## src/rtl/motor_pwm_pkg.sv

```systemverilog
package motor_pwm_pkg;

   typedef enum logic {
      MODE_STEP = 1'b0,
      MODE_PROP = 1'b1
   } corr_mode_e;

   function automatic int max_int(input int a, input int b);
      return (a > b) ? a : b;
   endfunction

endpackage

```

## src/rtl/mpwm_carrier.sv

```systemverilog
module mpwm_carrier #(
   parameter int CNT_W    = 16,
   parameter int PRESCALE = 5
) (
   input  logic             clk,
   input  logic             rst_n,
   output logic [CNT_W-1:0] cnt_o,
   output logic             period_start_o
);

   logic             tick;
   logic [CNT_W-1:0] cnt_q;

   generate
      if (PRESCALE == 1) begin : g_no_pre
         assign tick = 1'b1;
      end else begin : g_pre
         localparam int PRE_W = $clog2(PRESCALE);
         localparam logic [PRE_W-1:0] PRE_LAST = PRE_W'(PRESCALE - 1);
         logic [PRE_W-1:0] pre_q;

         always_ff @(posedge clk) begin
            if (!rst_n) begin
               pre_q <= '0;
            end else if (pre_q == PRE_LAST) begin
               pre_q <= '0;
            end else begin
               pre_q <= pre_q + 1'b1;
            end
         end

         assign tick = (pre_q == PRE_LAST);
      end
   endgenerate

   always_ff @(posedge clk) begin
      if (!rst_n) begin
         cnt_q <= '0;
      end else if (tick) begin
         cnt_q <= cnt_q + 1'b1;
      end
   end

   assign cnt_o          = cnt_q;
   assign period_start_o = tick && (&cnt_q);

endmodule

```

## src/rtl/mpwm_duty_integ.sv

```systemverilog
module mpwm_duty_integ
   import motor_pwm_pkg::*;
#(
   parameter int DUTY_W        = 16,
   parameter int ERR_W         = 16,
   parameter int SHIFT_W       = 4,
   parameter bit LEFT_SHIFT_EN = 1'b1
) (
   input  logic              clk,
   input  logic              rst_n,
   input  logic [DUTY_W-1:0] preset_i,
   input  logic              err_valid_i,
   input  logic [ERR_W-1:0]  err_i,
   input  logic              prop_mode_i,
   input  logic              gain_left_i,
   input  logic [SHIFT_W-1:0] gain_shift_i,
   output logic [DUTY_W-1:0] duty_o
);

   localparam int MAX_SH = (1 << SHIFT_W) - 1;
   localparam int WIDE   = max_int(ERR_W + MAX_SH, DUTY_W);
   localparam int SUM_W  = WIDE + 2;
   localparam logic signed [SUM_W-1:0] LIMIT =
      {{(SUM_W-DUTY_W){1'b0}}, {DUTY_W{1'b1}}};

   corr_mode_e               mode;
   logic signed [SUM_W-1:0]  err_ext;
   logic signed [SUM_W-1:0]  scaled;
   logic signed [SUM_W-1:0]  step_delta;
   logic signed [SUM_W-1:0]  delta;
   logic signed [SUM_W-1:0]  duty_ext;
   logic signed [SUM_W-1:0]  sum;
   logic [DUTY_W-1:0]        next_duty;
   logic [DUTY_W-1:0]        duty_q;

   assign mode    = corr_mode_e'(prop_mode_i);
   assign err_ext = {{(SUM_W-ERR_W){err_i[ERR_W-1]}}, err_i};

   generate
      if (LEFT_SHIFT_EN) begin : g_bidir
         assign scaled = gain_left_i ? (err_ext <<< gain_shift_i)
                                     : (err_ext >>> gain_shift_i);
      end else begin : g_right_only
         logic unused_left;
         assign unused_left = gain_left_i;
         assign scaled      = err_ext >>> gain_shift_i;
      end
   endgenerate

   always_comb begin
      if (err_i[ERR_W-1]) begin
         step_delta = '1;
      end else if (|err_i) begin
         step_delta = SUM_W'(1);
      end else begin
         step_delta = '0;
      end
   end

   assign delta    = (mode == MODE_PROP) ? scaled : step_delta;
   assign duty_ext = {{(SUM_W-DUTY_W){1'b0}}, duty_q};
   assign sum      = duty_ext + delta;

   always_comb begin
      if (sum[SUM_W-1]) begin
         next_duty = '0;
      end else if (sum > LIMIT) begin
         next_duty = '1;
      end else begin
         next_duty = sum[DUTY_W-1:0];
      end
   end

   always_ff @(posedge clk) begin
      if (!rst_n) begin
         duty_q <= preset_i;
      end else if (err_valid_i) begin
         duty_q <= next_duty;
      end
   end

   assign duty_o = duty_q;

endmodule

```

## src/rtl/mpwm_shaper.sv

```systemverilog
module mpwm_shaper #(
   parameter int DUTY_W = 16,
   parameter int CNT_W  = 16
) (
   input  logic              clk,
   input  logic              rst_n,
   input  logic [DUTY_W-1:0] preset_i,
   input  logic              period_start_i,
   input  logic [CNT_W-1:0]  cnt_i,
   input  logic [DUTY_W-1:0] duty_i,
   output logic [DUTY_W-1:0] act_o,
   output logic              pwm_o
);

   logic [DUTY_W-1:0] act_q;
   logic [CNT_W-1:0]  act_top;
   logic              act_full;
   logic              pwm_q;

   always_ff @(posedge clk) begin
      if (!rst_n) begin
         act_q <= preset_i;
      end else if (period_start_i) begin
         act_q <= duty_i;
      end
   end

   assign act_top  = act_q[DUTY_W-1 -: CNT_W];
   assign act_full = &act_q;

   always_ff @(posedge clk) begin
      if (!rst_n) begin
         pwm_q <= 1'b0;
      end else begin
         pwm_q <= act_full | (cnt_i < act_top);
      end
   end

   assign act_o = act_q;
   assign pwm_o = pwm_q;

endmodule

```

## src/rtl/motor_duty_pwm.sv

```systemverilog
module motor_duty_pwm #(
   parameter int DUTY_W        = 16,
   parameter int ERR_W         = 16,
   parameter int SHIFT_W       = 4,
   parameter int CNT_W         = 16,
   parameter int PRESCALE      = 5,
   parameter bit LEFT_SHIFT_EN = 1'b1
) (
   input  logic               clk,
   input  logic               rst_n,
   input  logic               err_valid,
   input  logic [ERR_W-1:0]   err_value,
   input  logic               prop_mode,
   input  logic               gain_left,
   input  logic [SHIFT_W-1:0] gain_shift,
   input  logic [DUTY_W-1:0]  preset_duty,
   output logic               pwm_out
);

   generate
      if (CNT_W < 1 || CNT_W > DUTY_W) begin : g_bad_cnt
         $error("CNT_W must lie in 1..DUTY_W");
      end
      if (PRESCALE < 1) begin : g_bad_pre
         $error("PRESCALE must be at least 1");
      end
      if (DUTY_W < 2 || DUTY_W > 30) begin : g_bad_duty
         $error("DUTY_W must lie in 2..30");
      end
      if (ERR_W < 2 || SHIFT_W < 1 || SHIFT_W > 5) begin : g_bad_err
         $error("ERR_W must be at least 2 and SHIFT_W in 1..5");
      end
   endgenerate

   logic [CNT_W-1:0]  cnt;
   logic              period_start;
   logic [DUTY_W-1:0] duty_q;
   logic [DUTY_W-1:0] act_q;

   mpwm_carrier #(
      .CNT_W    (CNT_W),
      .PRESCALE (PRESCALE)
   ) u_carrier (
      .clk            (clk),
      .rst_n          (rst_n),
      .cnt_o          (cnt),
      .period_start_o (period_start)
   );

   mpwm_duty_integ #(
      .DUTY_W        (DUTY_W),
      .ERR_W         (ERR_W),
      .SHIFT_W       (SHIFT_W),
      .LEFT_SHIFT_EN (LEFT_SHIFT_EN)
   ) u_integ (
      .clk          (clk),
      .rst_n        (rst_n),
      .preset_i     (preset_duty),
      .err_valid_i  (err_valid),
      .err_i        (err_value),
      .prop_mode_i  (prop_mode),
      .gain_left_i  (gain_left),
      .gain_shift_i (gain_shift),
      .duty_o       (duty_q)
   );

   mpwm_shaper #(
      .DUTY_W (DUTY_W),
      .CNT_W  (CNT_W)
   ) u_shaper (
      .clk            (clk),
      .rst_n          (rst_n),
      .preset_i       (preset_duty),
      .period_start_i (period_start),
      .cnt_i          (cnt),
      .duty_i         (duty_q),
      .act_o          (act_q),
      .pwm_o          (pwm_out)
   );

endmodule

```

## config.mk

```make
export PLATFORM = sky130hd
export DESIGN_NAME = motor_duty_pwm
export DESIGN_NICKNAME = d
export VERILOG_FILES = /design/src/rtl/motor_pwm_pkg.sv /design/src/rtl/mpwm_carrier.sv /design/src/rtl/mpwm_duty_integ.sv /design/src/rtl/mpwm_shaper.sv /design/src/rtl/motor_duty_pwm.sv
export SDC_FILE = /design/constraint.sdc
export NUM_CORES = 1
export LEC_CHECK = 0
export ABC_AREA = 1
export BUFFER_PORTS_ARGS = -buffer_cell sky130_fd_sc_hd__buf_2
export CORE_ASPECT_RATIO = 1.2
export CORE_MARGIN = 4
export CORE_UTILIZATION = 65
export DETAILED_ROUTE_END_ITERATION = 12
export MAX_ROUTING_LAYER = met4
export PLACE_DENSITY = 0.92
export SKIP_CTS_REPAIR_TIMING = 1
export SLEW_MARGIN = 20
export SYNTH_ARGS = -nofsm -noshare
export SYNTH_HDL_FRONTEND = slang
export SYNTH_SLANG_ARGS = --single-unit
```

## constraint.sdc

```tcl
create_clock -name clk -period 6.5 [get_ports clk]
set_input_delay 0.325 -clock clk [delete_from_list [all_inputs] [get_ports clk]]
set_output_delay 0.325 -clock clk [all_outputs]
set_load 0.005 [all_outputs]
```

==> impl_metrics.json <==
{
  "path_common_cell": "nand2_1",
  "placed_cells": 1022,
  "path_buf_inv": 3,
  "regArea_um2": 1361,
  "totalWireLength_um": 14360,
  "clk_pin_slew_ps": 90,
  "regToRegSetupSlack_ps": 2900,
  "setup_viol": 0,
  "track_usage": 0.2957,
  "drive_gt1_frac": 0.1205,
  "syn-mean-instance-area_um2": 6.343,
  "cp.required_ps": 6570,
  "min_to": "u_shaper.act_o[15]$_DFFE_PP_",
  "rsz0062_at_grt": "no",
  "fp.dieH_um": 110.3,
  "ys_ff_latch": 52,
  "dr.pass1.iters": 5,
  "antenna_found_initial": 0,
  "cts_tree": "done",
  "crit_path_max_fanout": 34,
  "slowest_stage": "inv_1",
  "dp_hpwl_um": 11320,
  "yosys_warnings": 0,
  "finalWeightedCongestion": 1.036,
  "hold_viol_final": 0,
  "holdPathStages": 3,
  "yosysUniqueCellTypes": 55,
  "stdcell_count": 1030,
  "crit_type": "in2reg",
  "grt_pass1_wl_um": 24030,
  "min_period_over_period": 0.7682,
  "nets": 988,
  "overflow": 0,
  "arrival_ps": 5060,
  "multi_input_area_um2": 3770,
  "viasPerCell": 5.750,
  "clock_power_share": 0.242,
  "layout.cells.most_common": "nand2_1",
  "comb_power_share": 0.389,
  "initialDrtViolationCount": 340,
  "synth_edf_count": 32,
  "cts_made_buffers": 5,
  "period_needed_ps": 4994,
  "start_util": 0.6621,
  "syn-cell-area_um2": 5670,
  "grt_max_degree": 35,
  "num_rows": 37,
  "place_area_um2": 5852,
  "syn_nets": 970,
  "leakage_nw": 2.972,
  "fill_cells": 752,
  "p_int_mw": 0.6776,
  "synthCells": 894,
  "skew_ps": 6.315,
  "clkSinkCount": 52,
  "path_cells": "buf_2, inv_1, mux2i_1, o221ai_1, a32oi_1, ha_1, inv_1, fa_1, o21ai_1, nand4_1, nand2_1, a21oi_1, nor2_2, nand2_2, o21ai_4, nand3_1, nor2_1, nand3_2, nand2_4, nand2_2, nand2_1, nand2_1",
  "area_growth_pct": 5.538,
  "insertion_delay_ps": 310,
  "cts_buffer_depth": 2,
  "ir_drop_uv": 70.56,
  "slowest_delay_ps": 760,
  "htreeDepth": 2,
  "num_vias": 5923,
  "slew_headroom": 0.3790,
  "p_seq_frac": 0.369,
  "die_area_um2": 10290,
  "switchingPower_mw": 0.3834,
  "num_io_pins": 42,
  "max_freq_mhz": 200.3,
  "reg2reg_depth": 17,
  "core_area_um2": 8564,
  "root_buffer": "clkbuf_8",
  "ant_nets": 0,
  "powerDensity_nw_per_um2": 177.3,
  "grt_pass1_vias": 5475,
  "critPathTopFamily": "simple AND/OR/NAND/NOR gates",
  "final_util": 0.6988,
  "hold_class": "in2reg",
  "tightest_slew_ps": 930.4,
  "finalInstanceArea_um2": 5984,
  "worst_r2r_endpoint": "u_integ.duty_o[11]$_DFFE_PP_",
  "cap_violations": 0,
  "switching_share": 0.3614,
  "mostFrequentLayoutCells": "nand2_1, nand3_1, inv_1",
  "synthFlopType": "edfxtp_1",
  "ys_seq_area_frac": 0.2401,
  "worstSetupEndpointType": "flip-flop",
  "wire_per_inst_um": 13.94,
  "final.setup.tns_ps": 0,
  "antennaDiodeCount": 0,
  "rr_startpoint": "u_integ.duty_o[0]$_DFFE_PP_",
  "dieWidth_um": 93.27,
  "status": "finished clean",
  "hp-start": "preset_duty[15]",
  "async_flop_share": 0,
  "drc_errors": 0,
  "drv_slew": 0,
  "portBuffers": 41,
  "startpoint_type": "input pin"
}
[state kept, by name, indices dropped and copies added (netlist names)]
register / cells
u_shaper.pwm_o: 1
u_shaper.act_o: 16
u_integ.duty_o: 16
u_carrier.cnt_o: 16
u_carrier.g_pre.pre_q: 3
[per-layer routing]
layer  track usage  vias up  routed length [um]
met3       0.02172       32                 692
met4        0.1194        0                 427
met5             -        -                   0
met2        0.5493      200                7367
met1        0.3279     2671                5875
li1              -     3020                   -
[worst reg2reg max path: cells and delay by family (launching register included)]
family / cells / cell delay (ps)
AOI/OAI and AO/OA: 3 / 640
adders and majority gates: 2 / 560
buffers and inverters: 1 / 50
DFF: 1 / 370
and+or+nand+nor: 11 / 1730
[worst max-delay path by stage]
stage,from,slack (ps),depth (start not counted),endpoint
floorplan,gain_shift[1],2480,28,u_integ.duty_o[12]$_DFFE_PP_
global placement,gain_shift[2],1330,22,u_integ.duty_o[4]$_DFFE_PP_
detailed placement,gain_shift[2],1300,22,u_integ.duty_o[15]$_DFFE_PP_
CTS,gain_shift[2],1580,22,u_integ.duty_o[11]$_DFFE_PP_
global route,gain_shift[2],870,30,u_integ.duty_o[11]$_DFFE_PP_
finish,gain_shift[2],1510,22,u_integ.duty_o[11]$_DFFE_PP_
[area by class of cell]
cell class	instances	share of cell area
clock buffers	6	0.01213
well taps	117	0.02446
flip-flops and latches	52	0.2275
inverters	91	0.05791
clock inverters	2	0.01004
multi-input cells	718	0.6299
repair buffers	44	0.03805
[Yosys cell counts, types with 4 or more instances]
cell / n / share of area
nor2_2: 4 / 0.0044
inv_1: 80 / 0.053
nand3_1: 86 / 0.076
ha_1: 34 / 0.075
xnor2_1: 10 / 0.015
a21oi_1: 45 / 0.040
nor3_1: 11 / 0.0097
dfxtp_1: 20 / 0.071
a31oi_1: 7 / 0.0077
o21ai_0: 56 / 0.049
edfxtp_1: 32 / 0.17
o221ai_1: 4 / 0.0062
a21o_1: 4 / 0.0053
inv_2: 9 / 0.0060
a221oi_1: 4 / 0.0062
nor2_1: 51 / 0.034
nand3_2: 11 / 0.019
buf_4: 5 / 0.0066
nand4_1: 13 / 0.014
nand2_2: 24 / 0.026
clkbuf_1: 15 / 0.0099
xor2_1: 7 / 0.011
o21bai_1: 5 / 0.0066
nand2_1: 301 / 0.20
buf_2: 7 / 0.0062
nor4_1: 8 / 0.0088
[stage by stage]
step | worst slack, ps | total power, mW | hold WS (ps)
after CTS | 1580 | 1.057 | 302.2
after detailed placement | 1305 | 0.8015 | 433.4
after global routing | 871.8 | 1.130 | 314.0
after floorplan | 2482 | 0.7183 | 417.3
after global placement | 1334 | 0.7916 | 427.9
final | 1506 | 1.061 | 311.8
[logic make-up (layout without fill, tap and decap cells)]
family | after synthesis | count (layout) | share of synthesized area
buf+inv | 124 | 143 | 0.09510
simple gates | 521 | 521 | 0.4089
fa+ha+maj | 35 | 35 | 0.07855
compound gates | 144 | 144 | 0.1494
mux | 1 | 1 | 0.001765
flops | 52 | 52 | 0.2401
xor+xnor | 17 | 17 | 0.02626
[power groups by stage]
stage / Sequential [mW] / Clock [mW] / Combinational [mW]
finish: 0.391 / 0.257 / 0.413
global route: 0.394 / 0.270 / 0.466
CTS: 0.391 / 0.259 / 0.408
detailed placement: 0.398 / 0 / 0.403
global placement: 0.397 / 0 / 0.394
floorplan: 0.394 / 0 / 0.324
Note: power is estimated with default switching activity, not from simulation.
